[config.mk]
export PLATFORM = sky130hd
export DESIGN_NAME = i2c_addr_match
export DESIGN_NICKNAME = d
export VERILOG_FILES = /design/src/rtl/i2c_am_pkg.sv /design/src/rtl/i2c_am_cmp7.sv /design/src/rtl/i2c_am_range.sv /design/src/rtl/i2c_am_ext10.sv /design/src/rtl/i2c_addr_match.sv
export SDC_FILE = /design/constraint.sdc
export NUM_CORES = 1
export LEC_CHECK = 0
export BUFFER_PORTS_ARGS = -buffer_cell sky130_fd_sc_hd__buf_2
export CAP_MARGIN = 20
export CORE_MARGIN = 2
export CORE_UTILIZATION = 52
export DETAILED_ROUTE_END_ITERATION = 12
export HOLD_SLACK_MARGIN = 0.12
export MAX_ROUTING_LAYER = met4
export PLACE_DENSITY_LB_ADDON = 0.2
export SLEW_MARGIN = 20
export SYNTH_ARGS = -nofsm -noshare
export SYNTH_HDL_FRONTEND = slang
export SYNTH_SLANG_ARGS = --single-unit
export TNS_END_PERCENT = 50
[constraint.sdc]
create_clock -name clk -period 3.3 [get_ports clk]
set_input_delay 0.66 -clock clk [delete_from_list [all_inputs] [get_ports clk]]
set_output_delay 0.66 -clock clk [all_outputs]
set_load 0.1 [all_outputs]
[src/rtl/i2c_am_pkg.sv]
package i2c_am_pkg;

   localparam logic [4:0] TENBIT_HDR = 5'b11110;

   typedef struct packed {
      logic prim;
      logic rng;
      logic sec;
      logic gc;
      logic alert;
      logic ext;
   } am_hits_t;

   typedef enum logic [0:0] {
      EXT_IDLE    = 1'b0,
      EXT_WAIT_LO = 1'b1
   } ext_st_t;

endpackage

[src/rtl/i2c_am_cmp7.sv]
module i2c_am_cmp7 #(
   parameter int unsigned          ADDR_W     = 7,
   parameter logic [ADDR_W-1:0]    GC_ADDR    = '0,
   parameter logic [ADDR_W-1:0]    ALERT_ADDR = 7'h0C,
   localparam int unsigned         BYTE_W     = ADDR_W + 1
) (
   input  logic [BYTE_W-1:0] byte_dat,
   input  logic [BYTE_W-1:0] cfg_prim,
   input  logic [BYTE_W-1:0] cfg_sec,
   input  logic              prim_en,
   input  logic              sec_en,
   input  logic              alert_en,
   input  logic              gc_en,
   output logic              prim_hit,
   output logic              sec_hit,
   output logic              alert_hit,
   output logic              gc_hit
);

   localparam int unsigned N_SRC = 3;

   logic [ADDR_W-1:0] src_addr [N_SRC];
   logic [N_SRC-1:0]  src_en;
   logic [N_SRC-1:0]  src_hit;
   logic              unused_cfg_lsb;

   assign src_addr[0] = cfg_prim[BYTE_W-1:1];
   assign src_addr[1] = cfg_sec[BYTE_W-1:1];
   assign src_addr[2] = ALERT_ADDR;
   assign src_en      = {alert_en, sec_en, prim_en};

   for (genvar gi = 0; gi < N_SRC; gi++) begin : g_src
      assign src_hit[gi] = src_en[gi] && (byte_dat[BYTE_W-1:1] == src_addr[gi]);
   end

   assign prim_hit  = src_hit[0];
   assign sec_hit   = src_hit[1];
   assign alert_hit = src_hit[2];
   // general call is only valid with the write direction
   assign gc_hit    = gc_en && (byte_dat == {GC_ADDR, 1'b0});

   assign unused_cfg_lsb = cfg_prim[0] ^ cfg_sec[0];

endmodule

[src/rtl/i2c_am_range.sv]
module i2c_am_range #(
   parameter int unsigned ADDR_W        = 7,
   parameter bit          RANGE_SUPPORT = 1'b1
) (
   input  logic [ADDR_W-1:0] bound_a,
   input  logic [ADDR_W-1:0] bound_b,
   input  logic [ADDR_W-1:0] addr,
   input  logic              en,
   output logic              in_win
);

   if (RANGE_SUPPORT) begin : g_range
      logic [ADDR_W-1:0] lo, hi;
      always_comb begin
         if (bound_a <= bound_b) begin
            lo = bound_a;
            hi = bound_b;
         end else begin
            lo = bound_b;
            hi = bound_a;
         end
      end
      assign in_win = en && (addr >= lo) && (addr <= hi);
   end else begin : g_no_range
      logic unused_rng;
      assign unused_rng = ^{bound_a, bound_b, addr, en};
      assign in_win     = 1'b0;
   end

endmodule

[src/rtl/i2c_am_ext10.sv]
module i2c_am_ext10
   import i2c_am_pkg::*;
#(
   parameter int unsigned ADDR_W      = 7,
   parameter int unsigned EXT_W       = 3,
   parameter bit          EXT_SUPPORT = 1'b1,
   localparam int unsigned BYTE_W     = ADDR_W + 1,
   localparam int unsigned A10_W      = ADDR_W + EXT_W
) (
   input  logic              clk,
   input  logic              rst_n,
   input  logic              seq_abort,
   input  logic              byte_vld,
   input  logic              byte_first,
   input  logic [BYTE_W-1:0] byte_dat,
   input  logic [ADDR_W-1:0] prim_addr,
   input  logic [EXT_W-1:0]  ext_hi,
   input  logic              ext_en,
   output logic              ext_hit
);

   if (EXT_SUPPORT) begin : g_ext
      logic [A10_W-1:0] addr10;
      logic [7:0]       hdr_byte;
      logic [7:0]       lo_byte;
      ext_st_t          st_q, st_d;
      logic             hdr_ok;

      assign addr10   = {ext_hi, prim_addr};
      assign hdr_byte = {TENBIT_HDR, addr10[9:8], 1'b0};
      assign lo_byte  = addr10[7:0];
      assign hdr_ok   = ext_en && (byte_dat == hdr_byte);

      always_comb begin
         st_d = st_q;
         if (byte_vld && byte_first) begin
            st_d = hdr_ok ? EXT_WAIT_LO : EXT_IDLE;
         end else if (byte_vld || seq_abort || !ext_en) begin
            st_d = EXT_IDLE;
         end
      end

      always_ff @(posedge clk or negedge rst_n) begin
         if (!rst_n) st_q <= EXT_IDLE;
         else        st_q <= st_d;
      end

      assign ext_hit = byte_vld && !byte_first && ext_en &&
                       (st_q == EXT_WAIT_LO) && (byte_dat == lo_byte);
   end else begin : g_no_ext
      logic unused_ext;
      assign unused_ext = ^{clk, rst_n, seq_abort, byte_vld, byte_first,
                            byte_dat, prim_addr, ext_hi, ext_en};
      assign ext_hit    = 1'b0;
   end

endmodule

[src/rtl/i2c_addr_match.sv]
module i2c_addr_match
   import i2c_am_pkg::*;
#(
   parameter int unsigned       ADDR_W        = 7,
   parameter int unsigned       EXT_W         = 3,
   parameter bit                EXT_SUPPORT   = 1'b1,
   parameter bit                RANGE_SUPPORT = 1'b1,
   parameter logic [ADDR_W-1:0] GC_ADDR       = '0,
   parameter logic [ADDR_W-1:0] ALERT_ADDR    = 7'h0C,
   localparam int unsigned      BYTE_W        = ADDR_W + 1
) (
   input  logic              clk,
   input  logic              rst_n,
   input  logic              bus_start,
   input  logic              bus_stop,
   input  logic              clr_flags,
   input  logic              byte_vld,
   input  logic              byte_first,
   input  logic [BYTE_W-1:0] byte_dat,
   input  logic [BYTE_W-1:0] cfg_prim,
   input  logic [BYTE_W-1:0] cfg_rng,
   input  logic [BYTE_W-1:0] cfg_sec,
   input  logic [EXT_W-1:0]  cfg_ext_hi,
   input  logic              cfg_ext_en,
   input  logic              cfg_rng_en,
   input  logic              cfg_gc_en,
   input  logic              cfg_sec_en,
   input  logic              cfg_alert_en,
   output logic              match_pls,
   output logic              addressed,
   output logic              range_hit,
   output logic              gcall,
   output logic              rw_dir
);

   if (ADDR_W != 7) begin : g_bad_addr_w
      $error("i2c_addr_match: ADDR_W must be 7");
   end
   if (EXT_SUPPORT && (ADDR_W + EXT_W != 10)) begin : g_bad_ext_w
      $error("i2c_addr_match: ADDR_W + EXT_W must be 10");
   end

   am_hits_t hits;
   logic     first_vld;
   logic     ext_mode;
   logic     any_hit;
   logic     clr_any;
   logic     prim_raw, sec_raw, alert_raw, gc_raw, win_raw, ext_raw;

   assign ext_mode  = EXT_SUPPORT && cfg_ext_en;
   assign first_vld = byte_vld && byte_first;
   assign clr_any   = bus_start || bus_stop || clr_flags;

   i2c_am_cmp7 #(
      .ADDR_W     (ADDR_W),
      .GC_ADDR    (GC_ADDR),
      .ALERT_ADDR (ALERT_ADDR)
   ) u_cmp7 (
      .byte_dat  (byte_dat),
      .cfg_prim  (cfg_prim),
      .cfg_sec   (cfg_sec),
      .prim_en   (!ext_mode),
      .sec_en    (cfg_sec_en),
      .alert_en  (cfg_alert_en),
      .gc_en     (cfg_gc_en),
      .prim_hit  (prim_raw),
      .sec_hit   (sec_raw),
      .alert_hit (alert_raw),
      .gc_hit    (gc_raw)
   );

   i2c_am_range #(
      .ADDR_W        (ADDR_W),
      .RANGE_SUPPORT (RANGE_SUPPORT)
   ) u_range (
      .bound_a (cfg_prim[BYTE_W-1:1]),
      .bound_b (cfg_rng[BYTE_W-1:1]),
      .addr    (byte_dat[BYTE_W-1:1]),
      .en      (cfg_rng_en && !ext_mode),
      .in_win  (win_raw)
   );

   i2c_am_ext10 #(
      .ADDR_W      (ADDR_W),
      .EXT_W       (EXT_W),
      .EXT_SUPPORT (EXT_SUPPORT)
   ) u_ext10 (
      .clk        (clk),
      .rst_n      (rst_n),
      .seq_abort  (bus_start || bus_stop),
      .byte_vld   (byte_vld),
      .byte_first (byte_first),
      .byte_dat   (byte_dat),
      .prim_addr  (cfg_prim[BYTE_W-1:1]),
      .ext_hi     (cfg_ext_hi),
      .ext_en     (cfg_ext_en),
      .ext_hit    (ext_raw)
   );

   always_comb begin
      hits.prim  = first_vld && prim_raw;
      hits.rng   = first_vld && win_raw;
      hits.sec   = first_vld && sec_raw;
      hits.gc    = first_vld && gc_raw;
      hits.alert = first_vld && alert_raw;
      hits.ext   = ext_raw;
   end

   assign any_hit = |hits;

   always_ff @(posedge clk or negedge rst_n) begin
      if (!rst_n) begin
         match_pls <= 1'b0;
         addressed <= 1'b0;
         range_hit <= 1'b0;
         gcall     <= 1'b0;
         rw_dir    <= 1'b0;
      end else begin
         match_pls <= any_hit;
         if (any_hit) begin
            addressed <= 1'b1;
            range_hit <= hits.rng;
            gcall     <= hits.gc;
            rw_dir    <= hits.ext ? 1'b0 : byte_dat[0];
         end else if (clr_any) begin
            addressed <= 1'b0;
            range_hit <= 1'b0;
            gcall     <= 1'b0;
            rw_dir    <= 1'b0;
         end
      end
   end

endmodule

# Yosys cells after proc, flatten, opt, wreduce, memory -nomap -nowiden

Cells that the tools add are included.
W data, S select, Z words.

Register bits after elaboration: 6
Input bits: 47
Output and inout bits: 5
Word-level logic and storage cells: 53

$lt $le $gt $ge: 3
Eq/ne operators: 5
Muxes and demuxes: 11
Reductions and logical operators: 28

Operators by type and width:

| kind                 | number |
|---|---|
| $logic_and A1 B1 Y1  | 18 |
| $eq A8 B8 Y1         | 2 |
| $eq A7 B7 Y1         | 2 |
| $le A7 B7 Y1         | 2 |
| $mux W7              | 2 |
| $mux W1              | 9 |
| $logic_not A8 Y1     | 1 |
| $eq A7 B4 Y1 const B | 1 |
| $ge A7 B7 Y1         | 1 |
| $reduce_or A6 Y1     | 1 |
| $logic_or A1 B1 Y1   | 4 |
| $reduce_bool A2 Y1   | 2 |
| $logic_not A1 Y1     | 2 |

# Logic depth before layout (Yosys ltp)

Gate-level depths: netlist of run 1.

Word-level depth: 8
Gate-level depth with buffers: 16
Depth with buffers taken out: 15

# By module

From an unflattened synthesis of run 1, not the netlist that was laid out.

Cell total of the unflattened synthesis: 144
Area total of the unflattened synthesis: 1266.2 um^2

By module, submodules not included:

| module         | times used | cells each | area each (um^2) | sequential area each (um^2) |
|---|---|---|---|---|
| i2c_am_range   | 1          | 75         | 648.1            | 0.0 |
| i2c_addr_match | 1          | 22         | 245.2            | 125.1 |
| i2c_am_cmp7    | 1          | 25         | 188.9            | 0.0 |
| i2c_am_ext10   | 1          | 22         | 183.9            | 25.0 |

# Least setup slack after synthesis of run 1

OpenSTA, ideal clock, no wires.

Path type: input -> register
Start: input cfg_rng[5]
End: register rw_dir
Setup time: 0.080 ns
Arrival: 3.426 ns
Required time: 3.220 ns
Setup slack: -0.205 ns
Stages: 15
Buffers on the path: 1
Cell sequence: inv_1 -> ha_1 -> a21oi_1 -> nor2b_1 -> o21ai_0 -> o21ai_0 -> o22ai_1 -> buf_2 -> mux2i_1 -> ha_1 -> a21oi_1 -> a21oi_1 -> o2111a_1 -> nor3_2 -> mux2i_1

Word-level cells in the longest chain between the ends: 8
Elaborated cells on any way between the ends: 11
Classes of those cells: order compare: 3; mux: 3; reduce/logical: 5

RTL lines:

| element                                              | line                  | text |
|---|---|---|
| start, declared                                      | i2c_addr_match.sv:21  | `input logic [BYTE_W-1:0] cfg_rng,` |
| $le A7 B7 Y1                                         | i2c_am_range.sv:15    | `if (bound_a <= bound_b) begin` |
| $mux W7                                              | i2c_am_range.sv:15    |  |
| $ge A7 B7 Y1                                         | i2c_am_range.sv:23    | `assign in_win = en && (addr >= lo) && (addr <= hi);` |
| $logic_and A1 B1 Y1                                  | i2c_am_range.sv:23    |  |
| $logic_and A1 B1 Y1 *                                | i2c_am_range.sv:23    |  |
| $logic_and A1 B1 Y1 *                                | i2c_addr_match.sv:102 | `hits.rng = first_vld && win_raw;` |
| $reduce_or A6 Y1 *                                   | i2c_addr_match.sv:109 | `assign any_hit = \|hits;` |
| $mux W1 / $reduce_bool A2 Y1 (equally long branches) | n/a                   |  |
| end signal, assigned                                 | i2c_addr_match.sv:124 | `rw_dir <= hits.ext ? 1'b0 : byte_dat[0];` |
| end, declared                                        | i2c_addr_match.sv:33  | `output logic rw_dir` |

Mark *: on every way between the ends. The rest lies on a longest branch, timed or not.
A chain may end at the register's enable or synchronous reset.

# Worst setup path in the final report of run 1

Start: input cfg_rng[2]
End: register range_hit

Word-level cells in the longest chain between the ends: 8
Elaborated cells on any way between the ends: 11
Classes of those cells: order compare: 3; mux: 3; reduce/logical: 5

RTL lines:

| element                                              | line                  | text |
|---|---|---|
| $le A7 B7 Y1                                         | i2c_am_range.sv:15    |  |
| $mux W7                                              | i2c_am_range.sv:15    |  |
| $ge A7 B7 Y1                                         | i2c_am_range.sv:23    |  |
| $logic_and A1 B1 Y1                                  | i2c_am_range.sv:23    |  |
| $logic_and A1 B1 Y1 *                                | i2c_am_range.sv:23    |  |
| $logic_and A1 B1 Y1 *                                | i2c_addr_match.sv:102 |  |
| $reduce_or A6 Y1                                     | i2c_addr_match.sv:109 |  |
| $mux W1 / $reduce_bool A2 Y1 (equally long branches) | n/a                   |  |
| end signal, assigned                                 | i2c_addr_match.sv:122 | `range_hit <= hits.rng;` |
| end, declared                                        | i2c_addr_match.sv:31  | `output logic range_hit,` |

Marked as above.

==> run_results.csv, run 1 <==
group,metric,value,unit
run_status,status,"complete, no violations",
sta,final_max_slew_viol_count,0,
critical_path,cp-end-kind,"flop",
synth,synth_ff_type,"dfrtp_1",
sta,relSlewSlack,0.660,
cells_and_area,mostFrequentLayoutCells,"buf_2 (48), ha_1 (19), buf_4 (19)",
synth,seq_area_frac_synth,0.123,
worst_hold_path,hold_class,"in2async",
clock_network,cts_max_path_buffers,2,
synth,async_flop_share,1.00,
power_and_ir_drop,leakage,0.906,nW
floorplan,die_height,52.4,µm
floorplan,ios,52,
synth,synthTopCellsByArea,"ha_1 (22%), dfrtp_1 (12%), xor2_1 (12%)",
cells_and_area,drive_gt1_frac,0.430,
place,dp_cells,230,
global_routing,antenna_found_initial,0,
critical_path,reg2reg_slack,1.74,ns
clock_network,cts_tree,"built",
sta,holdWs,0.229,ns
detailed_routing,wl_per_cell,15.3,µm
critical_path,startpoint_type,"input pin",
detailed_routing,first_pass_iters,5,
detailed_routing,ant_nets,0,
critical_path,cpPeakStageDelay,0.29,ns
flow_run,maxCapViolations,0,
place,dpl.hpwl,2.82,mm
global_routing,grt_pass1_wl,5.33,mm
global_routing,grt_pass1_vias,1305,
cells_and_area,nNetsFinal,277,
detailed_routing,finalWirelength,3.59,mm
cells_and_area,post_layout_nonfiller_instances,235,
synth,synth_top_area_frac,0.216,
clock_network,clkTransAtPathRegs,0.04,ns
clock_network,htreeDepth,1,
clock_network,cts_buffers,3,
synth,syn_inst,139,
synth,avgSynthCellArea,8.77,µm²
critical_path,worstPathCellList,"buf_2 -> inv_1 -> ha_4 -> a21o_1 -> a21oi_2 -> o21ai_1 -> o22ai_2 -> buf_6 -> buf_4 -> mux2i_1 -> ha_1 -> nand4_1 -> a21oi_1 -> o22ai_1 -> o2111a_2 -> buf_4 -> buf_4 -> a31o_1",
sta,setup_viol,0,
cells_and_area,fin_area,0.00172,mm²
power_and_ir_drop,vdd_drop_max,0.213,mV
synth,ys_ff_latch,6,
global_routing,grt_overflow,0,
sta,tightest_slew,0.506,ns
critical_path,crit_fanout,7,
floorplan,die_w,52.4,µm
synth,synth-edff-count,0,
sta,fmax,311,MHz
detailed_routing,drt_iter0_drc,22,
critical_path,path_class,"in2reg",
synth,yosys_warnings,0,
synth,synth_area_leader_cell,"ha_1",
cells_and_area,final_core_util,0.779,
global_routing,grt_usage,0.262,
floorplan,die_area,0.00275,mm²
critical_path,slowest_stage,"ha_1",
sta,setup_ws,0.0830,ns
cells_and_area,antenna_cells,0,
floorplan,rows,17,
cells_and_area,layout_commonest_cell,"buf_2",
critical_path,cp_top_family,"compound AO/OA/AOI/OAI gates",
synth,syn_area,0.00122,mm²
sta,hold_violations,0,
place,io_buffers,48,
global_routing,grt_max_degree,9,
place,dp_slack,-0.314,ns
synth,ys_types,34,
critical_path,critical_path.most_common_cell,"buf_4",
place,gp_congestion,0.876,
synth,synth_nets,207,
floorplan,start_util,0.551,
critical_path,cp.arrival,3.35,ns
detailed_routing,vias,1343,
critical_path,crit_buf_inv,6,
detailed_routing,via_per_inst,5.71,
clock_network,root_buffer,"clkbuf_4",
clock_network,clk_latency,0.25,ns
critical_path,critPathRequiredTime,3.44,ns
sta,fin_crit,3.22,ns
power_and_ir_drop,p_per_area,223,mW/mm²
cells_and_area,area_delta_synth_final,41.5,%
place,place_area,0.00162,mm²
detailed_routing,drcViolationCount,0,
clock_network,cts_sinks,6,
floorplan,core-area,0.00221,mm²
sta,timing.final.crit_share,0.975,
sta,fin_skew,0.00125,ns
Yosys cell counts, types with 4 or more instances:
cell type and count:
dfrtp_1 6, nand3_1 4, nand4_1 6, o21ai_0 4, mux2i_1 13, buf_2 4
ha_1 21, xor2_1 17, nand2_1 5, inv_1 10, xnor2_1 7, a21oi_1 8
nor4_1 6
flip-flops by register name, indices dropped and copies added (netlist names):
name / count
addressed: 1
gcall: 1
match_pls: 1
range_hit: 1
rw_dir: 1
u_ext10.g_ext.st_q: 1
final cells by class:
class,count,area [µm²]
flip-flops and latches,6,150
clock buffers,3,22.5
well taps,28,35.0
fillers,155,488
inverters,10,37.5
multi-input cells,118,1060
repair buffers,70,417
path summary, 6_finish.rpt:
path	from	cells past startpoint	to
max	cfg_rng[2]	18	range_hit$_DFFE_PN0P_
min in group clk	addressed$_DFFE_PN0P_	2	addressed$_DFFE_PN0P_
max in group asynchronous	rst_n	1	u_ext10.g_ext.st_q$_DFFE_PN0P_
max reg2reg	u_ext10.g_ext.st_q$_DFFE_PN0P_	6	gcall$_DFFE_PN0P_
min reg2reg	addressed$_DFFE_PN0P_	2	addressed$_DFFE_PN0P_
min	rst_n	1	range_hit$_DFFE_PN0P_
logic make-up (layout without fill, tap and decap cells):
family	Yosys count	after routing	share of synthesized area
fa+ha+maj	21	21	0.216
xor+xnor	24	24	0.172
buf+inv	15	83	0.0565
compound gates	24	24	0.131
flops	6	6	0.123
simple gates	34	34	0.176
mux	15	15	0.125
metal layers:
layer	wire length, µm	share of wire	GRT usage
met4	91	0.025	0.0855
met1	1430	0.40	0.293
met3	261	0.073	0.0429
met5	0	0	-
met2	1800	0.50	0.471
power by group:
group | internal, W | switching, W
clock network | 0.0000412 | 0.0000275
registers | 0.0000750 | 0.000000518
logic | 0.000117 | 0.000124
total | 0.000234 | 0.000152
worst reg2reg max path, delay by kind of cell (launching register included):
| kind | cells | cell delay (ns) |
|---|---|---|
| simple gates | 5 | 0.93 |
| flops | 1 | 0.34 |
| compound gates | 1 | 0.18 |
stage by stage:
step	setup TNS (ns)	total power, W
floorplan	0	0.000206
global placement	-1.02	0.000278
detailed placement	-1.37	0.000291
CTS	-0.0531	0.000363
global route	-0.170	0.000412
finish	0	0.000385
timing repair:
action	in CTS	in global routing
resized for setup	2	13
pin swaps	0	12
hold buffers	0	0
setup buffers	0	2
gates cloned	0	0
endpoints found under the setup margin	3	5
No activity file was read; power rests on OpenSTA's default activity.
==> run 2, diff against run 1 <==
--- a/config.mk
+++ b/config.mk
@@ -5,7 +5,7 @@
 export SDC_FILE = /design/constraint.sdc
 export NUM_CORES = 1
 export LEC_CHECK = 0
-export BUFFER_PORTS_ARGS = -buffer_cell sky130_fd_sc_hd__buf_2
+export BUFFER_PORTS_ARGS = -buffer_cell sky130_fd_sc_hd__clkbuf_2
 export CAP_MARGIN = 20
 export CORE_MARGIN = 2
 export CORE_UTILIZATION = 52
==> run 2 against run 1 <==
Wire length shrank 1.9%. Clock skew is 0.0011 ns lower. Register-to-register slack gained 0.04 ns. Power is 4.6% higher. Worst setup slack better by 0.0025 ns. Clock-buffer cell count stayed put. First-iteration DRC count increased by 73%. Critical endpoint unchanged. Flip-flop and latch count unchanged. Fmax about the same. Die area unchanged. Final area up 3.0%. Global-route usage up 0.70 points. Largest cell class unchanged.
==> run_results.csv, run 2 (synthesis results as in run 1) <==
group,metric,value,unit
floorplan,rows,17,
floorplan,start_util,0.551,
cells_and_area,nNetsFinal,280,
cells_and_area,area_delta_synth_final,45.7,%
sta,final_max_slew_viol_count,0,
place,dp_cells,229,
sta,fmax,311,MHz
sta,setup_viol,0,
cells_and_area,post_layout_nonfiller_instances,238,
clock_network,clkTransAtPathRegs,0.04,ns
floorplan,die_w,52.4,µm
global_routing,grt_max_degree,9,
critical_path,reg2reg_slack,1.78,ns
clock_network,root_buffer,"clkbuf_4",
critical_path,worstReg2RegStart,"u_ext10.g_ext.st_q$_DFFE_PN0P_",
sta,timing.final.crit_share,0.974,
power_and_ir_drop,leakage,0.913,nW
critical_path,critPathRequiredTime,3.43,ns
floorplan,die_area,0.00275,mm²
cells_and_area,drive_gt1_frac,0.462,
cells_and_area,nFillCells,145,
global_routing,grt_overflow,0,
flow_run,maxCapViolations,0,
sta,relSlewSlack,0.637,
detailed_routing,vias,1357,
power_and_ir_drop,p_per_area,227,mW/mm²
cells_and_area,mostFrequentLayoutCells,"clkbuf_2 (48), buf_4 (22), ha_1 (18)",
floorplan,core-area,0.00221,mm²
floorplan,die_height,52.4,µm
critical_path,crit_fanout,3,
critical_path,worst_r2r_path_depth,6,
clock_network,cts_tree,"built",
sta,fin_skew,0.000161,ns
place,gp_congestion,0.876,
detailed_routing,first_pass_iters,4,
global_routing,grt_usage,0.269,
clock_network,clk_latency,0.24,ns
detailed_routing,drt_iter0_drc,38,
power_and_ir_drop,p_total,0.000403,W
critical_path,startpoint_type,"input pin",
power_and_ir_drop,vdd_drop_max,0.212,mV
cells_and_area,layout_commonest_cell,"clkbuf_2",
global_routing,antenna_found_initial,0,
sta,tightest_slew,0.547,ns
detailed_routing,ant_nets,0,
critical_path,cp-end-kind,"flop",
place,dpl.hpwl,2.76,mm
clock_network,cts_sinks,6,
detailed_routing,via_per_inst,5.70,
cells_and_area,antenna_cells,0,
run_status,status,"complete, no violations",
clock_network,cts_buffers,3,
sta,fin_crit,3.21,ns
cells_and_area,multi_input_area,0.00109,mm²
detailed_routing,drcViolationCount,0,
floorplan,ios,52,
detailed_routing,finalWirelength,3.52,mm
place,dp_slack,-0.427,ns
global_routing,grt_pass1_wl,5.36,mm
critical_path,path_class,"in2reg",
sta,setup_ws,0.0854,ns
detailed_routing,wl_per_cell,14.8,µm
global_routing,grt_pass1_vias,1307,
clock_network,htreeDepth,1,
place,io_buffers,48,
sta,hold_violations,0,
critical_path,cp.arrival,3.35,ns
worst_hold_path,hold_class,"in2async",
clock_network,cts_max_path_buffers,2,
critical_path,r2r-end,"gcall$_DFFE_PN0P_",
cells_and_area,regArea,150,µm²
[run 2: cell count changes in the layout (fill, tap and decap cells not counted), moves of 3 or more]
cell      delta
buf_2       -48
clkbuf_2    +48
buf_4        +3
mux2i_1      -3
[run 2: final cells by class]
class                   count  area share
clock buffers               3      0.0127
well taps                  28      0.0197
repair buffers             73       0.247
flip-flops and latches      6      0.0846
inverters                  10      0.0211
multi-input cells         118       0.615
[run 2: where the power goes]
| part | total [W] | internal (W) | switching (W) |
|---|---|---|---|
| Clock | 0.0000682 | 0.0000412 | 0.0000271 |
| Sequential | 0.0000755 | 0.0000750 | 0.000000525 |
| Combinational | 0.000259 | 0.000129 | 0.000131 |
[run 2: repair_timing]
| action | CTS | global route |
|---|---|---|
| gates resized for setup | 9 | 13 |
| endpoints found under the hold margin | 0 | 0 |
| buffers inserted | 4 | 2 |
| pin swaps | 5 | 12 |
| hold buffers | 0 | 0 |
| endpoints found under the setup margin | 5 | 5 |
[run 2: critical path, cell delays in order]
cell      delay, ns
clkbuf_2       0.11
ha_4           0.25
a21oi_2        0.14
nor2b_1        0.06
o21ai_1        0.11
o21ai_1        0.09
o22ai_2        0.19
buf_6          0.16
mux2_2         0.34
ha_1           0.19
nand3b_1       0.18
a21oi_1        0.16
o22ai_1        0.11
o2111a_2       0.18
buf_4          0.13
buf_4          0.12
a31o_1         0.17
[run 2: stage by stage]
step	setup TNS, ns	hold slack, ns	area, µm²	utilization
finish	0	0.237	1780	0.803
global route	-0.242	0.230	1780	0.803
CTS	0	0.235	1700	0.770
detailed placement	-1.91	0.471	1610	0.729
global placement	-1.02	0.457	1610	0.729
floorplan	0	0.364	1230	-
[run 2: how the worst max path moves through the flow]
stage / from / endpoint / slack [ns] / depth (start not counted)
final: cfg_prim[5] / range_hit$_DFFE_PN0P_ / 0.09 / 17
after global routing: cfg_rng[5] / range_hit$_DFFE_PN0P_ / -0.07 / 18
after CTS: cfg_rng[5] / gcall$_DFFE_PN0P_ / 0.02 / 17
after detailed placement: cfg_rng[5] / range_hit$_DFFE_PN0P_ / -0.43 / 17
after global placement: cfg_rng[5] / range_hit$_DFFE_PN0P_ / -0.22 / 17
after floorplan: cfg_rng[5] / rw_dir$_DFFE_PN0P_ / 0.02 / 15
[run 2: layer usage]
layer  routed length [µm]  share of wire  vias to the layer above  track usage
li1                     -              -                      661            -
met1                 1460           0.42                      623        0.303
met2                 1760           0.50                       69        0.475
met3                  270          0.077                        4       0.0571
met4                   25         0.0071                        0       0.0812
met5                    0              0                        -            -
